File: config.mk
export PLATFORM = sky130hd
export DESIGN_NAME = flash_cmd_ctrl
export DESIGN_NICKNAME = d
export VERILOG_FILES = /design/src/rtl/flash_cmd_pkg.sv /design/src/rtl/op_timer.sv /design/src/rtl/lock_bits.sv /design/src/rtl/flash_array.sv /design/src/rtl/flash_cmd_ctrl.sv
export SDC_FILE = /design/constraint.sdc
export NUM_CORES = 1
export LEC_CHECK = 0
export BUFFER_PORTS_ARGS = -buffer_cell sky130_fd_sc_hd__buf_4
export CORE_MARGIN = 2
export CORE_UTILIZATION = 45
export DETAILED_ROUTE_END_ITERATION = 16
export GPL_ROUTABILITY_DRIVEN = 0
export SETUP_SLACK_MARGIN = 0.15
export SLEW_MARGIN = 15
export SYNTH_ARGS = -nofsm -noshare
export SYNTH_HDL_FRONTEND = slang
export SYNTH_SLANG_ARGS = --single-unit
export TNS_END_PERCENT = 100
File: constraint.sdc
create_clock -name clk -period 4.1 [get_ports clk]
set_clock_uncertainty 0.05 [all_clocks]
set_input_delay 0.82 -clock clk [delete_from_list [all_inputs] [get_ports clk]]
set_output_delay 0.82 -clock clk [all_outputs]
set_load 0.02 [all_outputs]
File: src/rtl/flash_cmd_pkg.sv
`timescale 1ns/1ps
package flash_cmd_pkg;

    typedef enum logic [2:0] {
        ST_IDLE,
        ST_PGM_SETUP,
        ST_ERS_SETUP,
        ST_PGM_BUSY,
        ST_ERS_BUSY,
        ST_SUSP,
        ST_SUSP_PGM_SETUP,
        ST_SUSP_PGM_BUSY
    } fsm_state_t;

    typedef enum logic {
        RD_ARRAY,
        RD_STATUS
    } rd_mode_t;

    typedef struct packed {
        logic seq_ers;   // status bit 5
        logic pgm;       // status bit 4
        logic vlow;      // status bit 3
        logic lock;      // status bit 1
    } err_bits_t;

    localparam logic [7:0] CMD_PGM_A   = 8'h40;
    localparam logic [7:0] CMD_PGM_B   = 8'h10;
    localparam logic [7:0] CMD_ERASE   = 8'h20;
    localparam logic [7:0] CMD_CONFIRM = 8'hD0;
    localparam logic [7:0] CMD_SUSPEND = 8'hB0;
    localparam logic [7:0] CMD_CLEAR   = 8'h50;
    localparam logic [7:0] CMD_RDSTAT  = 8'h70;
    localparam logic [7:0] CMD_RDARR   = 8'hFF;
    localparam logic [7:0] CMD_QUERY   = 8'h98;
    localparam logic [7:0] CMD_CONFIG  = 8'hB8;

endpackage

File: src/rtl/op_timer.sv
`timescale 1ns/1ps
module op_timer #(
    parameter int CYC = 4,
    parameter int CW  = 3
) (
    input  logic          clk,
    input  logic          rst_n,
    input  logic          start,
    input  logic          run,
    output logic          done,
    output logic [CW-1:0] cnt
);
    always_ff @(posedge clk or negedge rst_n) begin
        if (!rst_n) begin
            cnt <= '0;
        end else if (start) begin
            cnt <= CW'(CYC - 1);
        end else if (run && cnt != '0) begin
            cnt <= cnt - 1'b1;
        end
    end

    assign done = run && (cnt == '0);
endmodule

File: src/rtl/lock_bits.sv
`timescale 1ns/1ps
module lock_bits #(
    parameter int NBLK = 4,
    parameter int BW   = 2
) (
    input  logic          clk,
    input  logic          rst_n,
    input  logic          set_en,
    input  logic [BW-1:0] set_blk,
    input  logic          set_val,
    input  logic [BW-1:0] q_blk,
    output logic          q_locked
);
    logic [NBLK-1:0] bits;

    always_ff @(posedge clk or negedge rst_n) begin
        if (!rst_n) begin
            bits <= '0;
        end else if (set_en) begin
            bits[set_blk] <= set_val;
        end
    end

    assign q_locked = bits[q_blk];
endmodule

File: src/rtl/flash_array.sv
`timescale 1ns/1ps
module flash_array #(
    parameter int AW     = 6,
    parameter int BLK_AW = 4,
    parameter int DW     = 8
) (
    input  logic                 clk,
    input  logic                 rst_n,
    input  logic                 pgm_en,
    input  logic [AW-1:0]        pgm_addr,
    input  logic [DW-1:0]        pgm_data,
    input  logic                 ers_en,
    input  logic [AW-BLK_AW-1:0] ers_blk,
    input  logic [AW-1:0]        rd_addr,
    output logic [DW-1:0]        rd_data
);
    localparam int DEPTH = 1 << AW;

    logic [DW-1:0] cells [DEPTH];

    for (genvar i = 0; i < DEPTH; i++) begin : g_cell
        localparam logic [AW-1:0]        MY_ADDR = AW'(i);
        localparam logic [AW-BLK_AW-1:0] MY_BLK  = MY_ADDR[AW-1:BLK_AW];
        logic [DW-1:0] val;

        always_ff @(posedge clk or negedge rst_n) begin
            if (!rst_n) begin
                val <= '1;
            end else if (ers_en && ers_blk == MY_BLK) begin
                val <= '1;
            end else if (pgm_en && pgm_addr == MY_ADDR) begin
                val <= val & pgm_data;
            end
        end

        assign cells[i] = val;
    end

    assign rd_data = cells[rd_addr];
endmodule

File: src/rtl/flash_cmd_ctrl.sv
`timescale 1ns/1ps
module flash_cmd_ctrl
    import flash_cmd_pkg::*;
#(
    parameter int AW        = 6,
    parameter int BLK_AW    = 4,
    parameter int DW        = 8,
    parameter int PROG_CYC  = 4,
    parameter int ERASE_CYC = 20
) (
    input  logic                 clk,
    input  logic                 rst_n,
    input  logic [AW-1:0]        bus_addr,
    input  logic [DW-1:0]        bus_wdata,
    input  logic                 wr_stb,
    input  logic                 vpp_ok,
    input  logic                 lock_wr,
    input  logic [AW-BLK_AW-1:0] lock_blk,
    input  logic                 lock_val,
    output logic [DW-1:0]        rd_data,
    output logic                 rdy_bsy
);
    localparam int BW   = AW - BLK_AW;
    localparam int NBLK = 1 << BW;
    localparam int PCW  = $clog2(PROG_CYC + 1);
    localparam int ECW  = $clog2(ERASE_CYC + 1);

    fsm_state_t state, nxt;
    rd_mode_t   rmode, rmode_n;
    err_bits_t  err, err_n;
    logic       resume_pend, pend_n;

    logic          stb_q, wr_acc;
    logic [7:0]    cmd;
    logic          lock_hit, pgm_fault;
    logic          pgm_start, ers_start, pgm_run, ers_run, pgm_done, ers_done;
    logic          latch_pgm, latch_ers;
    logic [PCW-1:0] pgm_cnt;
    logic [ECW-1:0] ers_cnt;
    logic [AW-1:0] pgm_addr_q;
    logic [DW-1:0] pgm_data_q;
    logic [BW-1:0] ers_blk_q;
    logic [DW-1:0] arr_rd;
    logic          ready;
    logic [7:0]    status8;

    assign wr_acc    = wr_stb & ~stb_q;
    assign cmd       = bus_wdata[7:0];
    assign pgm_fault = !vpp_ok || lock_hit;
    assign pgm_run   = (state == ST_PGM_BUSY) || (state == ST_SUSP_PGM_BUSY);
    assign ers_run   = (state == ST_ERS_BUSY);

    lock_bits #(.NBLK(NBLK), .BW(BW)) u_lock (
        .clk(clk), .rst_n(rst_n),
        .set_en(lock_wr), .set_blk(lock_blk), .set_val(lock_val),
        .q_blk(bus_addr[AW-1:BLK_AW]), .q_locked(lock_hit)
    );

    op_timer #(.CYC(PROG_CYC), .CW(PCW)) u_pgm_tmr (
        .clk(clk), .rst_n(rst_n), .start(pgm_start), .run(pgm_run),
        .done(pgm_done), .cnt(pgm_cnt)
    );

    op_timer #(.CYC(ERASE_CYC), .CW(ECW)) u_ers_tmr (
        .clk(clk), .rst_n(rst_n), .start(ers_start), .run(ers_run),
        .done(ers_done), .cnt(ers_cnt)
    );

    flash_array #(.AW(AW), .BLK_AW(BLK_AW), .DW(DW)) u_array (
        .clk(clk), .rst_n(rst_n),
        .pgm_en(pgm_done), .pgm_addr(pgm_addr_q), .pgm_data(pgm_data_q),
        .ers_en(ers_done), .ers_blk(ers_blk_q),
        .rd_addr(bus_addr), .rd_data(arr_rd)
    );

    // next-state and register updates
    always_comb begin
        nxt       = state;
        rmode_n   = rmode;
        err_n     = err;
        pend_n    = resume_pend;
        pgm_start = 1'b0;
        ers_start = 1'b0;
        latch_pgm = 1'b0;
        latch_ers = 1'b0;
        unique case (state)
            ST_IDLE: begin
                if (wr_acc) begin
                    case (cmd)
                        CMD_PGM_A, CMD_PGM_B: begin
                            nxt     = ST_PGM_SETUP;
                            rmode_n = RD_STATUS;
                        end
                        CMD_ERASE: begin
                            nxt     = ST_ERS_SETUP;
                            rmode_n = RD_STATUS;
                        end
                        CMD_RDSTAT: rmode_n = RD_STATUS;
                        CMD_RDARR:  rmode_n = RD_ARRAY;
                        CMD_CLEAR:  err_n   = '0;
                        CMD_QUERY, CMD_CONFIG: ;
                        default: begin
                            err_n.seq_ers = 1'b1;
                            err_n.pgm     = 1'b1;
                        end
                    endcase
                end
            end
            ST_PGM_SETUP, ST_SUSP_PGM_SETUP: begin
                if (wr_acc) begin
                    rmode_n = RD_STATUS;
                    if (pgm_fault) begin
                        err_n.pgm = 1'b1;
                        if (!vpp_ok) err_n.vlow = 1'b1;
                        if (lock_hit) err_n.lock = 1'b1;
                        nxt = (state == ST_PGM_SETUP) ? ST_IDLE : ST_SUSP;
                    end else begin
                        latch_pgm = 1'b1;
                        pgm_start = 1'b1;
                        nxt = (state == ST_PGM_SETUP) ? ST_PGM_BUSY : ST_SUSP_PGM_BUSY;
                    end
                end
            end
            ST_ERS_SETUP: begin
                if (wr_acc) begin
                    rmode_n = RD_STATUS;
                    nxt     = ST_IDLE;
                    if (cmd != CMD_CONFIRM) begin
                        err_n.seq_ers = 1'b1;
                        err_n.pgm     = 1'b1;
                    end else if (pgm_fault) begin
                        err_n.seq_ers = 1'b1;
                        if (!vpp_ok) err_n.vlow = 1'b1;
                        if (lock_hit) err_n.lock = 1'b1;
                    end else begin
                        latch_ers = 1'b1;
                        ers_start = 1'b1;
                        nxt       = ST_ERS_BUSY;
                    end
                end
            end
            ST_PGM_BUSY: begin
                if (pgm_done) nxt = ST_IDLE;
            end
            ST_ERS_BUSY: begin
                if (ers_done) begin
                    nxt = ST_IDLE;
                end else if (wr_acc && cmd == CMD_SUSPEND) begin
                    nxt = ST_SUSP;
                end
            end
            ST_SUSP: begin
                if (wr_acc) begin
                    case (cmd)
                        CMD_CONFIRM:          nxt = ST_ERS_BUSY;
                        CMD_PGM_A, CMD_PGM_B: nxt = ST_SUSP_PGM_SETUP;
                        CMD_RDSTAT:           rmode_n = RD_STATUS;
                        CMD_CLEAR:            err_n = '0;
                        CMD_QUERY, CMD_CONFIG: ;
                        default: begin
                            err_n.seq_ers = 1'b1;
                            err_n.pgm     = 1'b1;
                        end
                    endcase
                end
            end
            ST_SUSP_PGM_BUSY: begin
                if (wr_acc && cmd == CMD_CONFIRM) pend_n = 1'b1;
                if (pgm_done) begin
                    pend_n = 1'b0;
                    nxt = (resume_pend || (wr_acc && cmd == CMD_CONFIRM))
                          ? ST_ERS_BUSY : ST_SUSP;
                end
            end
            default: nxt = ST_IDLE;
        endcase
    end

    // state register
    always_ff @(posedge clk or negedge rst_n) begin
        if (!rst_n) state <= ST_IDLE;
        else        state <= nxt;
    end

    // companion registers
    always_ff @(posedge clk or negedge rst_n) begin
        if (!rst_n) begin
            stb_q       <= 1'b0;
            rmode       <= RD_ARRAY;
            err         <= '0;
            resume_pend <= 1'b0;
            pgm_addr_q  <= '0;
            pgm_data_q  <= '0;
            ers_blk_q   <= '0;
        end else begin
            stb_q       <= wr_stb;
            rmode       <= rmode_n;
            err         <= err_n;
            resume_pend <= pend_n;
            if (latch_pgm) begin
                pgm_addr_q <= bus_addr;
                pgm_data_q <= bus_wdata;
            end
            if (latch_ers) ers_blk_q <= bus_addr[AW-1:BLK_AW];
        end
    end

    // outputs
    always_comb begin
        ready   = !(state == ST_PGM_BUSY || state == ST_ERS_BUSY ||
                    state == ST_SUSP_PGM_BUSY);
        status8 = {ready,
                   (state == ST_SUSP || state == ST_SUSP_PGM_SETUP ||
                    state == ST_SUSP_PGM_BUSY),
                   err.seq_ers, err.pgm, err.vlow, 1'b0, err.lock, 1'b0};
        rdy_bsy = ready;
        rd_data = (rmode == RD_STATUS) ? DW'(status8) : arr_rd;
    end
endmodule

## Word-level counts from Yosys, hierarchy flattened

Cells that the tools add are included.

| word-level totals | value |
|---|---|
| bits in registers | 550 |
| input bits | 22 |
| output and inout bits | 9 |
| logic and storage cells | 616 |

| cells by class | value |
|---|---|
| add/sub/neg operators | 2 |
| magnitude comparators | 4 |
| equality and inequality tests | 103 |
| muxes and demuxes | 189 |
| bitwise gates (word level) | 67 |
| reductions and logical operators | 173 |

Operators with widths:

| operator | count |
|---|---|
| $mux 8 | 131 |
| $and 8x8->8 | 64 |
| $eq 6x6->1 const B | 32 |
| $reduce_bool 2->1 | 67 |
| $eq 6x5->1 const B | 16 |
| $logic_and 1x1->1 | 75 |
| $mux 3 | 17 |
| $bmux 8 s6 | 1 |
| $eq 6x4->1 const B | 8 |
| $eq 8x8->1 const B | 5 |
| $eq 6x3->1 const B | 4 |
| $eq 8x7->1 const B | 3 |
| $pmux 3 s7 | 1 |
| $mux 1 | 20 |
| $ne 2x2->1 const B | 10 |
| $reduce_and 9->1 | 2 |
| $eq 3x3->1 const B | 4 |
| $eq 6x2->1 const B | 2 |
| $mux 4 | 3 |
| $pmux 3 s2 | 2 |
| $pmux 3 s4 | 1 |
| $mux 5 | 2 |
| $ne 3x2->1 const B | 3 |
| $reduce_bool 3->1 | 3 |
| 43 further kinds | 62 |

## Logic depth before layout (Yosys ltp)

Gate-level depths: netlist (run 1).

| logic depth | value |
|---|---|
| depth in word-level cells | 8 |
| depth in mapped cells | 11 |

## By module

A second synthesis (run 1) with hierarchy kept.

| second synthesis, totals | value |
|---|---|
| cells, all modules | 2279 |
| area total of the unflattened synthesis | 25331.8 µm² |

By module, submodules not included:

| module | instances | cells an instance | area an instance (µm²) | sequential area each (µm²) |
|---|---|---|---|---|
| flash_array | 1 | 2048 | 22944.5 | 13452.9 |
| flash_cmd_ctrl | 1 | 171 | 1722.9 | 650.6 |
| op_timer (u_ers_tmr) | 1 | 29 | 272.8 | 125.1 |
| lock_bits | 1 | 13 | 200.2 | 100.1 |
| op_timer (u_pgm_tmr) | 1 | 18 | 191.4 | 75.1 |

## Worst setup path after synthesis (run 1)

OpenSTA, ideal clock, no wires.

| timing path | value |
|---|---|
| path kind | in2out |
| start | in bus_addr[0] |
| end | out rd_data[0] |
| arrival | 2.539 ns |
| required time | 3.230 ns |
| path slack | 0.691 ns |
| stages on the path | 7 |
| cell sequence | buf_6 -> buf_6 -> buf_6 -> mux4_2 -> mux4_2 -> nor2_1 -> o21ai_0 |

| between the ends | value |
|---|---|
| longest elaborated chain between the ends | 5 |

RTL lines:

| item | line | text |
|---|---|---|
| start, declared | flash_cmd_ctrl.sv:13 | `input logic [AW-1:0] bus_addr,` |
| $not 6->7 (not written as such) | flash_array.sv:39 | `assign rd_data = cells[rd_addr];` |
| $bmux 8 s6 | flash_array.sv:39 |  |
| $mux 8 (not written as such) (2 in series) | flash_array.sv:39 |  |
| $mux 8 | flash_cmd_ctrl.sv:217 | `rd_data = (rmode == RD_STATUS) ? DW'(status8) : arr_rd;` |
| end, declared | flash_cmd_ctrl.sv:20 | `output logic [DW-1:0] rd_data,` |

No other way between the ends. The select of a mux whose other input is x is not followed.

## Worst setup path after layout (run 1)

| timing path | value |
|---|---|
| start | in bus_addr[0] |
| end | out rd_data[3] |

The elaborated chain is that of the path after synthesis.

==> results of run 1 <==
[cells by family after synthesis]
group,after synthesis,synth area share
and+or+nand+nor,770,0.124
muxes,202,0.141
buffers and inverters,182,0.0345
xor gates and xnor gates,8,0.00276
AOI/OAI and AO/OA,604,0.126
adders and majority gates,9,0.00443
DFF,550,0.567
[where the power goes]
group	switching [uW]	internal (uW)	leakage, uW	total [uW]
Clock	2220	3180	0.000969	5410
Sequential	490	5570	0.00571	6060
Combinational	1120	463	0.00683	1580
Total	3830	9210	0.0135	13000
[synthesized netlist by cell type (8+ instances only)]
library cell / number
a21oi_1: 13
a22oi_1: 16
and3_1: 8
buf_2: 13
buf_4: 14
buf_6: 10
clkbuf_1: 127
dfrtp_1: 38
dfstp_2: 512
ha_1: 9
inv_1: 11
mux2_2: 24
mux2i_1: 60
mux4_1: 14
mux4_2: 104
nand2_1: 623
nand2b_1: 12
nand3_1: 15
nor2_1: 40
nor2b_1: 16
nor3_1: 22
o21ai_0: 526
o22ai_1: 9
[area by class of cell]
| type | instances | area (um2) | share of cell area |
|---|---|---|---|
| multi-input cells | 1593 | 10200 | 0.356 |
| flip-flops and latches | 550 | 14400 | 0.503 |
| diodes | 1 | 2.50 | 0.0000873 |
| well taps | 756 | 946 | 0.0330 |
| repair buffers | 106 | 1080 | 0.0377 |
| clock buffers | 88 | 1710 | 0.0595 |
| clock inverters | 22 | 263 | 0.00917 |
| inverters | 12 | 45.0 | 0.00157 |
[repair_timing]
action,4_1_cts,5_1_grt
endpoints found under the hold margin,0,0
buffers inserted,0,4
resized for setup,6,9
endpoints found under the setup margin,3,6
pin swaps,0,2
[worst max path at each step]
stage | from | end | slack (ps) | depth (start not counted)
floorplan | bus_addr[0] | rd_data[0] | 690 | 7
global placement | bus_addr[2] | rd_data[5] | -50 | 9
detailed placement | bus_addr[2] | rd_data[5] | -80 | 9
CTS | bus_addr[0] | rd_data[5] | 150 | 10
global route | bus_addr[0] | rd_data[3] | 120 | 9
finish | bus_addr[0] | rd_data[3] | 220 | 9
[layer usage]
metal,track usage,share of wire,vias up
met5,0,0,-
met4,0.0731,0.027,0
li1,-,-,8139
met1,0.361,0.44,9624
met2,0.392,0.46,684
met3,0.0485,0.069,124
[registers in the layout, summed over array words and instances (netlist names)]
register,cells
u_lock.bits,4
rmode,1
u_pgm_tmr.cnt,3
u_array.g_cell.val,512
u_ers_tmr.cnt,5
pgm_data_q,8
pgm_addr_q,6
stb_q,1
resume_pend,1
err,4
ers_blk_q,2
state,3
[per-stage QoR]
stage	utilization	hold WS [ps]	setup slack (ps)	power [uW]	area, um2
6_report	0.511	257	225	13000	28700
5_1_grt	0.511	240	115	13500	28700
4_1_cts	0.509	230	148	13100	28600
3_5_place_dp	0.474	418	-77.2	7650	26600
3_3_place_gp	0.474	412	-51.2	7620	26600
2_1_floorplan	-	404	691	6840	25400
==> run metrics, run 1 <==
DR vias/cell about 5.9; Clk Latency, worst-skew pair about 630 ps; most frequent cells in the layout nand2_1 (622), o21ai_0 (525), dfstp_2 (512); FFs w/ async S/R, synth 1.00; Max-Cap Viols 0; first-pass GRT wire length 115000 um; final period utilization 0.945; drc violations 0; die span in x around 240 um; CTS max path bufs 3; Reg2Reg Depth 7; core box area around 0.056 mm2; crit path cell chain buf_12, buf_12, mux4_1, mux2i_1, nor3_1, a311oi_2, o21ai_1, a221o_1, buf_4; Port Buffers 30; Crit Path Max Fanout 13; CTS tree done; antenna-violating nets left 0; gate count after technology mapping roughly 2300; total gr overflow 0; vias in the first global route about 19000; commonest non-fill, non-tap cell in the layout nand2_1; Area Growth Syn to Fin 12.8%; most area-consuming cells after synthesis dfstp_2 (53%), o21ai_0 (10%), mux4_2 (9.2%), nand2_1 (9.2%), dfrtp_1 (3.7%); fill count around 4900; Req. time, crit path between 3000 and 4000 ps; number of synthesized flops with an enable pin 0; Global Route Usage Sum 0.252; r2r setup slk roughly 1300 ps; VDD IR max between 0.3 and 0.4 mV; Post-Syn Area around 0.025 mm2; status finished clean; Reg2Reg Launch Point u_ers_tmr.cnt[0]$_DFFE_PN0P_; dominant synthesized flop cell dfstp_2; Die Ht 242 um; Reg-to-Reg End u_array.g_cell[58].val[4]$_DFFE_PN1P_; flops & latches, synth 550; dpl hpwl between 40000 and 50000 um; largest net degree at the start of global routing 94; Final Setup Violations 0; P_leak approximately 0.014 uW; Post-Syn Nets around 2400; DR WL/cell 23.4 um; Synth top area share 0.529; I/O pin count 31; Worst-Margin Slew between 1000 and 1500 ps; clock tree root buffer cell clkbuf_16; placed insts roughly 3000; antenna violations before repair 1; worst path arrival time ~3000 ps; fin cells ~3100; Top delay family on crit path compound AO/OA/AOI/OAI gates; layout cells sized above 1 0.364; first-pass iteration count of the detailed router 6; htree depth 2; Max Slew Vio Count 0; most frequent cell on the critical path buf_12; CP peak stage delay roughly 530 ps; Avg Inst Size Synth roughly 11 um2; worst hold path type input pin to async pin; CTS sink cnt 550; hold_buf cts 0; post-synthesis sequential area ratio 0.567; final hold vios 0; minimum clock period 3880 ps; Yosys cell types 64; Ys Warns 0; biggest area consumer among synthesized cells dfstp_2; total die area a little under 0.06 mm2; Starting Density 0.453; Routed WL between 70000 and 80000 um; Cell Rows slightly below 90; WS Path Type input pin to output port; first-iteration detailed-routing DRC count between 2000 and 2500; nets 2352; WP buf/inv 3; critical path startpoint category input pin; total negative setup slack 0 ps; RSZ-0062 raised after global routing true; Cell Pwr Density 455 mW/mm2; crit path capture type output port; CTS Buf Count 58; CP max stage cell mux4_1; max frequency 0.258 GHz; clk slew on worst S/H paths around 60 ps; relative slew slack 0.243; vias 18600
Power figures use the tool's default switching activity.
==> run 2, diff against run 1 <==
--- a/config.mk
+++ b/config.mk
@@ -10,6 +10,7 @@
 export CORE_UTILIZATION = 45
 export DETAILED_ROUTE_END_ITERATION = 16
 export GPL_ROUTABILITY_DRIVEN = 0
+export REMOVE_ABC_BUFFERS = 1
 export SETUP_SLACK_MARGIN = 0.15
 export SLEW_MARGIN = 15
 export SYNTH_ARGS = -nofsm -noshare
==> run metrics, run 2 (same netlist as run 1, synthesis figures left out) <==
status finished clean; Global Route Usage Sum 0.256 (+0.00369); Req. time, crit path 3230 ps (about the same); Max-Cap Viols 0 (unchanged); hold_buf cts 0 (unchanged); I/O pin count 31 (unchanged); clock tree root buffer cell clkbuf_16; CTS sink cnt 550 (unchanged); crit path capture type output port; drc violations 0 (unchanged); clk slew on worst S/H paths 60 ps (about the same); nets 2370 (+0.77%); commonest non-fill, non-tap cell in the layout nand2_1; DR vias/cell 5.97 (+0.54%); fin cells 3141 (+0.42%); Cell Pwr Density 459 mW/mm2 (+0.85%); critical path startpoint category input pin; RSZ-0062 raised after global routing false; most frequent cells in the layout nand2_1 (622), o21ai_0 (525), dfstp_2 (512); CTS tree done; layout cells sized above 1 0.371 (+0.00709); pre-CTS WS -209 ps (-131 ps); relative slew slack 0.225 (-0.0177); Area Growth Syn to Fin 13.4%; placed insts 3035 (+0.76%); first-iteration detailed-routing DRC count 1805 (-16%); CP peak stage delay 490 ps (-40 ps); Final Setup Violations 0 (unchanged); multi-input logic area 0.0102 mm2 (+0.28%); minimum clock period 3930 ps (+56.9 ps); vias 18700 (+0.95%); vias in the first global route 18800 (+0.77%); WS Path Type input pin to output port; Worst-Margin Slew 1160 ps (+36.9 ps); final hold vios 0 (unchanged); CP max stage cell mux4_2; Cell Rows 87 (unchanged); Die Ht 242 um (unchanged); max FFs per register 512 (unchanged); total die area 0.0584 mm2 (unchanged); final period utilization 0.959 (+0.0139); top flop regs u_array.g_cell.val: 512 flops, pgm_data_q: 8 flops, pgm_addr_q: 6 flops; Reg2Reg Launch Point u_ers_tmr.cnt[0]$_DFFE_PN0P_; worst path arrival time 3060 ps (+50 ps); max frequency 0.254 GHz (-1.4%); CTS Buf Count 58 (unchanged); core box area 0.0561 mm2 (unchanged); Biggest register u_array.g_cell.val; antenna violations before repair 2 (+1); VDD IR max 0.480 mV (+43%); Port Buffers 30 (unchanged); Routed WL 74400 um (+1.6%); total gr overflow 0 (unchanged); CP startpoint bus_addr[0]; largest net degree at the start of global routing 128 (+36%); fill count 4898 (-0.18%); diodes inserted 0 (-1); antenna-violating nets left 0 (unchanged); Cell Area, Placed 0.0267 mm2 (+0.49%); Max Slew Vio Count 0 (unchanged); P_leak 0.0136 uW (+0.73%); htree depth 2 (unchanged); Starting Density 0.453 (unchanged); Final Worst Setup Slack 168 ps (-56.9 ps); first-pass iteration count of the detailed router 6 (unchanged); Clk Latency, worst-skew pair 640 ps (about the same); die span in x 242 um (unchanged); register area 0.0144 mm2 (about the same); DR WL/cell 23.7 um (+1.2%); first-pass GRT wire length 116000 um (+1.4%); cell area after layout 0.0288 mm2 (+0.59%); Design Power 13200 uW (+1.4%); Crit Path Max Fanout 20 (+7); dpl hpwl 48600 um (+4.5%); CTS max path bufs 3 (unchanged); crit path cell chain buf_12, buf_12, mux4_2, mux2i_1, buf_4, a2111oi_2, and3_1, a221o_1, buf_4; worst hold path type input pin to async pin
run 2: per-layer routing:
metal  track usage  vias to the layer above  wire, um
li1              -                     8174         -
met1         0.356                     9662     31700
met2         0.402                      739     34900
met3        0.0497                      169      5390
met4        0.0873                        4      2400
met5             0                        -        21
run 2: metrics by stage:
stage                     setup TNS (ps)   util  hold slack (ps)
after floorplan                        0      -              404
after global routing                   0  0.514              167
after CTS                              0  0.513              135
after detailed placement            -541  0.476              417
after global placement              -765  0.476              411
final                                  0  0.514              138
run 2: what timing repair did:
action / 4_1_cts / 5_1_grt
gates resized for setup: 13 / 7
buffers inserted: 0 / 0
setup endpoints to repair: 7 / 7
run 2: final cells by class:
| type | instances | share of cell area |
|---|---|---|
| flip-flops and latches | 550 | 0.500 |
| multi-input cells | 1593 | 0.355 |
| clock buffers | 83 | 0.0589 |
| repair buffers | 124 | 0.0402 |
| well taps | 756 | 0.0328 |
| clock inverters | 23 | 0.0118 |
| inverters | 12 | 0.00156 |
run 2: power breakdown:
group | total [uW] | leakage (uW) | internal [uW] | switching, uW
clock network | 5610 | 0.00100 | 3370 | 2240
registers | 6120 | 0.00571 | 5560 | 555
logic | 1500 | 0.00689 | 439 | 1060
run 2: path summary, 6_finish.rpt:
path,endpoint,slack [ps],cells past startpoint
worst max-delay path,rd_data[4],170,9
worst min-delay path,u_lock.bits[0]$_DFFE_PN0P_,140,1
worst max register to register,u_array.g_cell[58].val[5]$_DFFE_PN1P_,1180,7
worst min register to register,u_array.g_cell[35].val[3]$_DFFE_PN1P_,430,2
max in group asynchronous,u_array.g_cell[59].val[4]$_DFFE_PN1P_,2820,2
min in group clk,stb_q$_DFF_PN0_,270,1
run 2: worst max-delay path, delay by kind of cell:
kind / cells / cell delay [ps]
compound gates: 2 / 420
buf+inv: 4 / 740
mux: 2 / 780
simple gates: 1 / 250
==> run 3, diff against run 2 <==
--- a/config.mk
+++ b/config.mk
@@ -5,10 +5,10 @@
 export SDC_FILE = /design/constraint.sdc
 export NUM_CORES = 1
 export LEC_CHECK = 0
-export BUFFER_PORTS_ARGS = -buffer_cell sky130_fd_sc_hd__buf_4
 export CORE_MARGIN = 2
 export CORE_UTILIZATION = 45
 export DETAILED_ROUTE_END_ITERATION = 16
+export DONT_BUFFER_PORTS = 1
 export GPL_ROUTABILITY_DRIVEN = 0
 export REMOVE_ABC_BUFFERS = 1
 export SETUP_SLACK_MARGIN = 0.15
==> constraint.sdc (replaced) <==
create_clock -name clk -period 3.6 [get_ports clk]
set_clock_uncertainty 0.05 [all_clocks]
set_input_delay 0.72 -clock clk [delete_from_list [all_inputs] [get_ports clk]]
set_output_delay 0.72 -clock clk [all_outputs]
set_load 0.02 [all_outputs]
==> run metrics, run 3 (same netlist as run 1, synthesis figures left out) <==
status finished, violations left; failing checks slew limit; P_leak 0.0131 uW (-4.0%); DR vias/cell 5.98 (+0.22%); clock tree root buffer cell clkbuf_16; min-delay src wr_stb; CTS sink cnt 550 (unchanged); commonest non-fill, non-tap cell in the layout nand2_1; Routed WL 72400 um (-2.7%); number of post-CTS setup repair buffers 0 (unchanged); WHS Endpoint stb_q$_DFF_PN0_; final period utilization 0.940; minimum clock period between 3000 and 4000 ps; Biggest register u_array.g_cell.val; nets 2281 (-3.8%); WS Path Type flip-flop to output port; Area Growth Syn to Fin 9.54%; antenna-violating nets left 0 (unchanged); htree depth 2 (unchanged); Reg2Reg Launch Point u_ers_tmr.cnt[0]$_DFFE_PN0P_; DR WL/cell 23.7 um (+0.15%); antenna violations before repair 2 (unchanged); worst hold path type input pin to flip-flop; max frequency between 0.2 and 0.3 GHz; RSZ-0062 raised after global routing true; die span in x 242 um (unchanged); CTS tree done; final hold vios 0 (unchanged); vias 18300 (-2.6%); Starting Density 0.453 (unchanged); top flop regs u_array.g_cell.val: 512 flops, pgm_data_q: 8 flops, pgm_addr_q: 6 flops; Final Setup Violations 0 (unchanged); Req. time, crit path 2830 ps (-400 ps); pre-CTS WS 246 ps (+455 ps); Reg-to-Reg End u_array.g_cell[52].val[2]$_DFFE_PN1P_; cell area after layout 0.0278 mm2 (-3.4%); total die area 0.0584 mm2 (unchanged); VDD IR max 0.709 mV (+48%); CTS Buf Count 57 (-1.7%); Max-Cap Viols 0 (unchanged); first-iteration detailed-routing DRC count 1927 (+6.8%); Worst-Margin Slew 2180 ps (+1020 ps); first-pass iteration count of the detailed router 5 (-1); CTS max path bufs 3 (unchanged); Max Slew Vio Count 372 (+372); worst path arrival time 2610 ps (-450 ps); Reg2Reg Depth 7 (unchanged); dpl hpwl 43500 um (-11%); vias in the first global route 18100 (-3.7%); crit path capture type output port; Cell Area, Placed 0.0258 mm2 (-3.2%); hold_ws 77.3 ps (-60.9 ps); Global Route Usage Sum 0.248 (-0.00791); r2r setup slk 870 ps (-310 ps); Cell Pwr Density 508 mW/mm2 (+11%); drc violations 0 (unchanged); Cell Rows 87 (unchanged); layout cells sized above 1 0.350 (-0.0212); largest net degree at the start of global routing 503 (+290%); most frequent cells in the layout nand2_1 (622), o21ai_0 (524), dfstp_2 (512); fill count 4960 (+1.3%); Die Ht 242 um (unchanged); first-pass GRT wire length 112000 um (-3.5%); max FFs per register 512 (unchanged); Port Buffers 0 (-100%); Crit Path Max Fanout 2 (-90%); total gr overflow 0 (unchanged); critical path startpoint category flip-flop; Clk Latency, worst-skew pair 620 ps (-20 ps); core box area 0.0561 mm2 (unchanged); Worst Hold Depth 0; I/O pin count 31 (unchanged); relative slew slack -0.452 (-0.677); clk slew on worst S/H paths 60 ps (about the same); Final Worst Setup Slack 217 ps (+49.4 ps)
run 3: cell count changes in the layout (fill, tap and decap cells not counted), sizes merged, moves of 2 or more:
cell	change
clkinv	+3
bufinv	-7
buf	-89
clkbuf	+2
run 3: per-layer routing:
layer / vias to the layer above / wire [um] / track usage
met2: 670 / 32700 / 0.370
met4: 2 / 2440 / 0.0870
met1: 9474 / 31600 / 0.358
met3: 131 / 5600 / 0.0547
met5: - / 11 / 0
li1: 7980 / - / -
run 3: worst max-delay path by stage:
stage,start,endpoint,slack (ps),cells after the start
after floorplan,u_ers_tmr.cnt[0]$_DFFE_PN0P_,u_array.g_cell[48].val[0]$_DFFE_PN1P_,-210,6
after global placement,bus_addr[0],rd_data[0],300,6
after detailed placement,bus_addr[0],rd_data[0],250,6
after CTS,u_array.g_cell[35].val[2]$_DFFE_PN1P_,rd_data[2],140,7
after global routing,u_array.g_cell[21].val[6]$_DFFE_PN1P_,rd_data[6],130,8
final,u_array.g_cell[63].val[3]$_DFFE_PN1P_,rd_data[3],220,5
run 3: worst max-delay path, cell delays in order (launching register included):
cell and delay (ps):
dfstp_2 370, mux4_2 450, mux2i_1 360, a2111oi_0 190, and3_1 210, a221o_2 400
run 3: where the power goes:
| part | internal [uW] | switching (uW) |
|---|---|---|
| registers | 6330 | 740 |
| clock network | 3380 | 2500 |
| logic | 422 | 782 |
| total | 10100 | 4020 |
run 3: per-stage QoR:
step / TNS, ps / util / power [uW] / std cells
finish: 0 / 0.497 / 14200 / 3052
global route: 0 / 0.497 / 14700 / 3051
CTS: 0 / 0.495 / 14200 / 3050
detailed placement: 0 / 0.461 / 8270 / 2944
global placement: 0 / 0.461 / 8250 / 2944
floorplan: -49540 / - / 7510 / 2155
run 3: cell type report:
type / count / area [um2] / area share
multi-input combinational: 1593 / 10200 / 0.367
timing repair buffer: 36 / 330 / 0.0119
clock inverter: 19 / 149 / 0.00535
tap: 756 / 946 / 0.0340
antenna: 1 / 2.50 / 0.0000899
clock buffer: 85 / 1720 / 0.0619
sequential: 550 / 14400 / 0.518
inverter: 12 / 45.0 / 0.00162
run 3: what timing repair did:
action | 4_1_cts | 5_1_grt
pin swaps | 0 | 4
endpoints found under the setup margin | 3 | 7
resized for setup | 6 | 14
gates cloned | 0 | 0
hold endpoints to repair | 49 | 0
hold buffers | 2 | 0
